[config.mk]
export PLATFORM = sky130hd
export DESIGN_NAME = spi_burst_master
export DESIGN_NICKNAME = d
export VERILOG_FILES = /design/src/rtl/spim_pkg.sv /design/src/rtl/spim_fifo.sv /design/src/rtl/spim_dp.sv /design/src/rtl/spim_ctrl.sv /design/src/rtl/spi_burst_master.sv
export SDC_FILE = /design/constraint.sdc
export NUM_CORES = 1
export LEC_CHECK = 0
export BUFFER_PORTS_ARGS = -buffer_cell sky130_fd_sc_hd__clkbuf_2
export CORE_ASPECT_RATIO = 2
export CORE_MARGIN = 2
export CORE_UTILIZATION = 55
export DETAILED_ROUTE_END_ITERATION = 10
export PLACE_DENSITY = 0.75
export SLEW_MARGIN = 40
export SYNTH_ARGS = -nofsm -noshare
export SYNTH_HDL_FRONTEND = slang
export SYNTH_SLANG_ARGS = --single-unit
export TNS_END_PERCENT = 50
[constraint.sdc]
create_clock -name clk -period 3.18 [get_ports clk]
set_input_delay 0.636 -clock clk [delete_from_list [all_inputs] [get_ports clk]]
set_output_delay 0.636 -clock clk [all_outputs]
set_load 0.005 [all_outputs]
[src/rtl/spim_pkg.sv]
package spim_pkg;
  localparam int ADDR_W = 6;
  localparam logic [ADDR_W-1:0] A_CMD = 6'h00;
  localparam logic [ADDR_W-1:0] A_STS = 6'h04;
  localparam logic [ADDR_W-1:0] A_CTL = 6'h0C;
  localparam logic [ADDR_W-1:0] A_TX  = 6'h10;
  localparam logic [ADDR_W-1:0] A_RX  = 6'h20;
  localparam logic [31:0] CMD_MASK = 32'h0C21_F1FF;

  // control-to-datapath strobes
  typedef struct packed {
    logic txPush;
    logic rxPop;
    logic txFlush;
    logic rxFlush;
    logic load;
    logic sample;
    logic shift;
    logic rxStore;
  } dpStrobe_t;

  typedef struct packed {
    logic txEmpty;
    logic txFull;
    logic rxEmpty;
    logic rxFull;
  } fifoFlags_t;
endpackage

[src/rtl/spim_fifo.sv]
module spim_fifo #(
  parameter int W = 32,
  parameter int DEPTH = 4
) (
  input  logic         clk,
  input  logic         rst,
  input  logic         push,
  input  logic         pop,
  input  logic         flush,
  input  logic [W-1:0] wdata,
  output logic [W-1:0] rdata,
  output logic         empty,
  output logic         full
);
  localparam int PTR_W = (DEPTH > 1) ? $clog2(DEPTH) : 1;
  localparam int CNT_W = $clog2(DEPTH + 1);
  localparam logic [PTR_W-1:0] LAST = PTR_W'(DEPTH - 1);

  logic [W-1:0]     mem [DEPTH];
  logic [PTR_W-1:0] wrPtr, rdPtr;
  logic [CNT_W-1:0] count;
  logic doPush, doPop;

  assign empty = (count == '0);
  assign full  = (count == CNT_W'(DEPTH));
  assign doPush = push && !full;
  assign doPop  = pop && !empty;
  assign rdata = mem[rdPtr];

  always_ff @(posedge clk) begin
    if (doPush && !flush) mem[wrPtr] <= wdata;
  end

  always_ff @(posedge clk) begin
    if (rst || flush) begin
      wrPtr <= '0;
      rdPtr <= '0;
      count <= '0;
    end else begin
      if (doPush) wrPtr <= (wrPtr == LAST) ? '0 : wrPtr + 1'b1;
      if (doPop)  rdPtr <= (rdPtr == LAST) ? '0 : rdPtr + 1'b1;
      count <= count + CNT_W'(doPush) - CNT_W'(doPop);
    end
  end
endmodule

[src/rtl/spim_dp.sv]
module spim_dp
  import spim_pkg::*;
#(
  parameter int DATA_W = 32,
  parameter int DEPTH = 4,
  parameter int LEN_W = $clog2(DATA_W)
) (
  input  logic              clk,
  input  logic              rst,
  input  dpStrobe_t         stb,
  input  logic [DATA_W-1:0] busWdata,
  input  logic [LEN_W-1:0]  lenM1,
  input  logic              txEn,
  input  logic              miso,
  output logic              mosi,
  output logic [DATA_W-1:0] rxHead,
  output fifoFlags_t        flags
);
  logic [DATA_W-1:0] txHead, txShift, rxShift, lenMask;
  logic [LEN_W:0]    lenBits;
  logic [DATA_W:0]   wideMask;
  logic              txPop;

  assign lenBits  = {1'b0, lenM1} + 1'b1;
  assign wideMask = ({{DATA_W{1'b0}}, 1'b1} << lenBits) - 1'b1;
  assign lenMask  = wideMask[DATA_W-1:0];
  assign txPop    = stb.load && txEn;

  spim_fifo #(.W(DATA_W), .DEPTH(DEPTH)) u_txFifo (
    .clk(clk), .rst(rst), .push(stb.txPush), .pop(txPop), .flush(stb.txFlush),
    .wdata(busWdata), .rdata(txHead), .empty(flags.txEmpty), .full(flags.txFull)
  );

  spim_fifo #(.W(DATA_W), .DEPTH(DEPTH)) u_rxFifo (
    .clk(clk), .rst(rst), .push(stb.rxStore), .pop(stb.rxPop), .flush(stb.rxFlush),
    .wdata(rxShift & lenMask), .rdata(rxHead), .empty(flags.rxEmpty), .full(flags.rxFull)
  );

  always_ff @(posedge clk) begin
    if (rst) begin
      txShift <= '0;
      rxShift <= '0;
    end else begin
      if (stb.load)       txShift <= (txEn && !flags.txEmpty) ? txHead : '0;
      else if (stb.shift) txShift <= txShift << 1;
      if (stb.sample)     rxShift <= {rxShift[DATA_W-2:0], miso};
    end
  end

  assign mosi = txEn && txShift[lenM1];
endmodule

[src/rtl/spim_ctrl.sv]
module spim_ctrl
  import spim_pkg::*;
#(
  parameter int DATA_W = 32,
  parameter int CNT_W = 16,
  parameter int CLK_DIV = 2,
  parameter int NUM_CS = 4,
  parameter int LEN_W = $clog2(DATA_W)
) (
  input  logic              clk,
  input  logic              rst,
  input  logic [ADDR_W-1:0] busAddr,
  input  logic              busWe,
  input  logic              busRd,
  input  logic [31:0]       busWdata,
  output logic [31:0]       busRdata,
  input  fifoFlags_t        flags,
  input  logic [DATA_W-1:0] rxHead,
  output dpStrobe_t         stb,
  output logic [LEN_W-1:0]  lenM1,
  output logic              txEn,
  output logic              spiSclk,
  output logic [NUM_CS-1:0] spiCs,
  output logic              irq
);
  localparam int DIV_W = $clog2(CLK_DIV + 1);

  logic [31:0]       cmdQ;
  logic [CNT_W-1:0]  cntM1Q, wordIdxQ;
  logic [LEN_W-1:0]  bitIdxQ;
  logic [DIV_W-1:0]  halfCntQ;
  logic ieTxQ, ieRxQ, goQ, readyQ, txOvfQ, rxUnfQ, busyQ, secondQ;
  logic rxEn, swCs, csVal, csInv, cpha, cpol;
  logic [NUM_CS-1:0] csEnF;
  logic wrCmd, wrCtl, wrSts, wrTx, rdRx, start;
  logic halfDone, bitEnd, wordEnd, burstEnd;

  assign lenM1 = cmdQ[LEN_W-1:0];
  assign csEnF = cmdQ[5 +: NUM_CS];
  assign swCs  = cmdQ[12];
  assign csVal = cmdQ[13];
  assign rxEn  = cmdQ[14];
  assign txEn  = cmdQ[15];
  assign csInv = cmdQ[16];
  assign cpha  = cmdQ[21];
  assign cpol  = cmdQ[26];

  assign wrCmd = busWe && busAddr == A_CMD && !busyQ;
  assign wrCtl = busWe && busAddr == A_CTL && !busyQ;
  assign wrSts = busWe && busAddr == A_STS;
  assign wrTx  = busWe && busAddr == A_TX;
  assign rdRx  = busRd && busAddr == A_RX;
  assign start = wrCtl && busWdata[31];

  assign halfDone = busyQ && halfCntQ == DIV_W'(CLK_DIV - 1);
  assign bitEnd   = halfDone && secondQ;
  assign wordEnd  = bitEnd && bitIdxQ == lenM1;
  assign burstEnd = wordEnd && wordIdxQ == cntM1Q;

  always_comb begin
    stb.txPush  = wrTx;
    stb.rxPop   = rdRx;
    stb.txFlush = wrSts && busWdata[29];
    stb.rxFlush = wrSts && busWdata[28];
    stb.load    = start || (wordEnd && !burstEnd);
    stb.sample  = halfDone && !secondQ;
    stb.shift   = bitEnd && !wordEnd;
    stb.rxStore = wordEnd && rxEn;
  end

  always_ff @(posedge clk) begin
    if (rst) begin
      cmdQ <= '0; cntM1Q <= '0; ieTxQ <= 1'b0; ieRxQ <= 1'b0; goQ <= 1'b0;
      readyQ <= 1'b0; txOvfQ <= 1'b0; rxUnfQ <= 1'b0; busyQ <= 1'b0;
      secondQ <= 1'b0; halfCntQ <= '0; bitIdxQ <= '0; wordIdxQ <= '0;
    end else begin
      if (wrCmd) cmdQ <= busWdata & CMD_MASK;
      if (wrCtl) begin
        cntM1Q <= busWdata[CNT_W-1:0];
        ieTxQ  <= busWdata[26];
        ieRxQ  <= busWdata[27];
        goQ    <= busWdata[31];
      end
      if (start) begin
        busyQ <= 1'b1; secondQ <= 1'b0; halfCntQ <= '0;
        bitIdxQ <= '0; wordIdxQ <= '0;
      end else if (busyQ) begin
        halfCntQ <= halfDone ? '0 : halfCntQ + 1'b1;
        if (halfDone) secondQ <= !secondQ;
        if (bitEnd) bitIdxQ <= wordEnd ? '0 : bitIdxQ + 1'b1;
        if (wordEnd && !burstEnd) wordIdxQ <= wordIdxQ + 1'b1;
        if (burstEnd) begin
          busyQ <= 1'b0;
          goQ   <= 1'b0;
        end
      end
      if (burstEnd) readyQ <= 1'b1;
      else if (wrSts && busWdata[30]) readyQ <= 1'b0;
      if (wrTx && flags.txFull) txOvfQ <= 1'b1;
      else if (wrSts && busWdata[26]) txOvfQ <= 1'b0;
      if (rdRx && flags.rxEmpty) rxUnfQ <= 1'b1;
      else if (wrSts && busWdata[27]) rxUnfQ <= 1'b0;
    end
  end

  always_comb begin
    case (busAddr)
      A_CMD:   busRdata = cmdQ;
      A_STS:   busRdata = {busyQ, readyQ, 2'b00, rxUnfQ, txOvfQ, flags.rxEmpty,
                           flags.rxFull, flags.txEmpty, flags.txFull, 22'd0};
      A_CTL:   busRdata = {goQ, 3'b000, ieRxQ, ieTxQ, {(26-CNT_W){1'b0}}, cntM1Q};
      A_RX:    busRdata = flags.rxEmpty ? 32'd0 : rxHead;
      default: busRdata = 32'd0;
    endcase
  end

  assign spiSclk = cpol ^ (busyQ & (secondQ ^ cpha));
  assign irq = readyQ && ((ieTxQ && txEn) || (ieRxQ && rxEn));

  for (genvar i = 0; i < NUM_CS; i++) begin : g_cs
    always_comb begin
      if (swCs) spiCs[i] = csEnF[i] ? (csVal ^ csInv) : !csInv;
      else      spiCs[i] = (csEnF[i] && busyQ) ? csInv : !csInv;
    end
  end
endmodule

[src/rtl/spi_burst_master.sv]
module spi_burst_master
  import spim_pkg::*;
#(
  parameter int CNT_W = 16,
  parameter int CLK_DIV = 2,
  parameter int DEPTH = 4
) (
  input  logic        clk,
  input  logic        rst,
  input  logic [5:0]  busAddr,
  input  logic        busWe,
  input  logic        busRd,
  input  logic [31:0] busWdata,
  output logic [31:0] busRdata,
  output logic        spiSclk,
  output logic        spiMosi,
  input  logic        spiMiso,
  output logic [3:0]  spiCs,
  output logic        irq
);
  localparam int DATA_W = 32;
  localparam int LEN_W = $clog2(DATA_W);
  localparam int NUM_CS = 4;

  dpStrobe_t         stb;
  fifoFlags_t        flags;
  logic [DATA_W-1:0] rxHead;
  logic [LEN_W-1:0]  lenM1;
  logic              txEn;

  spim_ctrl #(.DATA_W(DATA_W), .CNT_W(CNT_W), .CLK_DIV(CLK_DIV),
              .NUM_CS(NUM_CS), .LEN_W(LEN_W)) u_ctrl (
    .clk(clk), .rst(rst), .busAddr(busAddr), .busWe(busWe), .busRd(busRd),
    .busWdata(busWdata), .busRdata(busRdata), .flags(flags), .rxHead(rxHead),
    .stb(stb), .lenM1(lenM1), .txEn(txEn), .spiSclk(spiSclk), .spiCs(spiCs),
    .irq(irq)
  );

  spim_dp #(.DATA_W(DATA_W), .DEPTH(DEPTH), .LEN_W(LEN_W)) u_dp (
    .clk(clk), .rst(rst), .stb(stb), .busWdata(busWdata), .lenM1(lenM1),
    .txEn(txEn), .miso(spiMiso), .mosi(spiMosi), .rxHead(rxHead), .flags(flags)
  );
endmodule

==> impl_metrics.toml <==
[finish]
final_core_util = 0.625
drive_gt1_frac = 0.189
seqCellArea_mm2 = 0.0106
area_growth_syn_to_layout_pct = 12.2
final_cell_area_mm2 = 0.0201
instances_no_fill = 1964
diodes = 0
num-nets-final = 1574
multi_input_area_mm2 = 0.00672
fill_cells = 2506

[power]
power_per_cell_area_mw_per_mm2 = 493
max-vdd-ir-drop_uv = 438
p_leak_nw = 7.45

[synth]
yosys_most_used_dff = "edfxtp_1"
synth_mux_area_frac = 0.118
synth_cell_types = 70
syn_nets = 1500
synth-edff-count = 256
synthCells = 1438
syn_area_per_cell_um2 = 12.5
yosysTopAreaCellShare = 0.429
ys_top_cells_by_count = "edfxtp_1 (256), nand2_1 (244), dfxtp_1 (146), a21oi_1 (92), mux4_2 (74)"
synth_fa_ha_area_frac = 0.0141
yosysWarnings = 0
syn_area_mm2 = 0.0179
synthArstFlopShare = 0
yosys-top-cells-area = "edfxtp_1 (43%), dfxtp_1 (16%), mux4_2 (9.3%), nand2_1 (5.1%), a21oi_1 (2.6%)"
synth_most_common_cell = "edfxtp_1"
synth_top_family_by_area = "simple AND/OR/NAND/NOR gates"
synth_xor_area_frac = 0.0176
synth_compound_area_frac = 0.0963
yosysSeqAreaShare = 0.593
synth_top_area_cell = "edfxtp_1"
yosys.area_share.simple = 0.128
yosys_register_bits = 402

[critical_path]
path_delay_family = "multiplexers"
path_common_cell = "mux4_2"
critPathLaunchType = "flip-flop"
crit_type = "flip-flop to output port"
path_cells = "buf_6 > mux4_2 > mux4_2 > nand3b_1 > nand2_1 > clkbuf_2"
reg2reg_depth = 11
worst_path_largest_cell_delay_ns = 0.55
critPathMaxFanout = 20
path_depth = 6
cp_slowest_cell = "mux4_2"
required_ns = 2.54
r2r_slack_ns = 0.11
worstPathArrival_ns = 2.46
crit_path_end_kind = "output port"
cp.buffers_inverters = 2

[clock_network]
cts_hold_buf = 0
clkTransAtPathRegs_ns = 0.06
clkLatencyLatePin_ns = 0.54
clock_sinks = 402
cts_buffer_depth = 3
htreeDepth = 2
numCtsBuffers = 35
cts_tree = "yes"
cts_root_buf = "clkbuf_16"

[floorplan]
die_h_um = 259
rows = 93
ios = 82
die_w_um = 132
core_mm2 = 0.0321
dieArea_mm2 = 0.0341
start_util = 0.557

[sta]
post-route-min-period_ns = 3.10
slew_violations = 0
fin_crit_sh = 0.974
max_freq_mhz = 323
setup_viol_count_final = 0
holdWs_ns = 0.322
worstMarginPinSlew_ns = 0.741
hold_violations = 0
skew_ns = 0.0237
relSlewSlack = 0.505
fin_setup_tns_ns = 0

[drt]
viasPerCell = 6.18
antenna_left = 0
first_pass_iters = 7
drc = 0
drt_iter0_drc = 972
wl_per_cell_um = 22.7
routed_wl_um = 44600
vias = 12100

[global_routing]
grt_max_degree = 67
antenna_found_initial = 0
grtUsageTotal = 0.264
first_global_vias = 12600
grt_pass1_wl_um = 69200
grt_overflow = 0

[worst_hold_path]
worstHoldPathCells = 1
min_path_type = "input pin to flip-flop"

[placement]
gp_congestion = 0.903
hpwl_um = 30400
dp_cells = 1902
io_buffers = 81
place_area_mm2 = 0.0190

[status]
status = "finished, final reports clean"

[job]
max-cap-violations = 0
[cell usage in the layout, fill, tap and decap left out, types with 38 or more instances in the layout]
| master | count |
|---|---|
| mux2i_1 | 44 |
| nand2_1 | 244 |
| and3_1 | 40 |
| clkbuf_2 | 81 |
| o31ai_1 | 40 |
| a22o_1 | 38 |
| mux4_2 | 74 |
| dfxtp_1 | 144 |
| edfxtp_1 | 256 |
| buf_4 | 50 |
| a21oi_1 | 90 |
| nor2_1 | 61 |
[worst paths after layout]
| kind | startpoint | end |
|---|---|---|
| min reg2reg | u_dp.rxShift[31] | u_dp.rxShift[31] |
| max | u_ctrl.cmdQ[0] | spiMosi |
| max reg2reg | u_ctrl.cntM1Q[13] | u_dp.u_txFifo.count[2] |
| min | busWdata[25] | u_dp.u_txFifo.mem[3][25] |
[per-stage QoR]
step                total power [mW]  worst slack, ns
floorplan                       5.70           0.0247
global placement                5.79          -0.0185
detailed placement              5.80          -0.0440
CTS                             9.96           0.0312
global route                    10.2          -0.0251
finish                          9.91           0.0825
[kinds of logic (layout without fill, tap and decap cells)]
kind of cell	count (synthesis)	count (layout)
XOR/XNOR	36	36
adder cells (fa/ha/maj)	19	19
AO/OA/AOI/OAI	249	249
multiplexers	119	119
other	1	1
flip-flops	402	402
buffers and inverters	138	237
AND/OR/NAND/NOR	474	474
[cell type report]
cell class,count,share of cell area
Clock buffer,43,0.0467
Clock inverter,19,0.00884
Inverter,33,0.00617
Multi-Input combinational cell,898,0.334
Sequential cell,402,0.528
Tap cell,427,0.0266
Timing Repair Buffer,142,0.0490
[per-layer routing]
| metal | wire length (um) | up-vias | global-route usage |
|---|---|---|---|
| met3 | 1880 | 165 | 0.0309 |
| met2 | 24600 | 435 | 0.500 |
| met5 | 0 | - | 0 |
| li1 | - | 5503 | - |
| met4 | 3110 | 0 | 0.178 |
| met1 | 15000 | 6039 | 0.269 |
[registers in the layout, indices dropped and copies added, names as in the netlist, 2 cells and up, named ones only]
register and flops:
u_ctrl.bitIdxQ 5, u_ctrl.cmdQ 17, u_ctrl.cntM1Q 16, u_ctrl.halfCntQ 2, u_ctrl.wordIdxQ 16, u_dp.rxShift 32, u_dp.txShift 32, u_dp.u_rxFifo.count 3
u_dp.u_rxFifo.mem 128, u_dp.u_rxFifo.rdPtr 2, u_dp.u_rxFifo.wrPtr 2, u_dp.u_txFifo.count 3, u_dp.u_txFifo.mem 128, u_dp.u_txFifo.rdPtr 2, u_dp.u_txFifo.wrPtr 2
[power breakdown]
group / total (mW) / switching (mW) / leakage (nW) / internal [mW]
Clock: 4.22 / 1.87 / 0.538 / 2.35
Sequential: 5.51 / 0.00354 / 3.72 / 5.51
Combinational: 0.170 / 0.121 / 3.20 / 0.0491
[what timing repair did]
item                       in CTS  in global routing
gates resized for setup         1                  1
setup buffers                   0                  0
pin swaps                       0                  0
setup endpoints to repair       1                 13
Note: power is estimated with default switching activity, not from simulation.
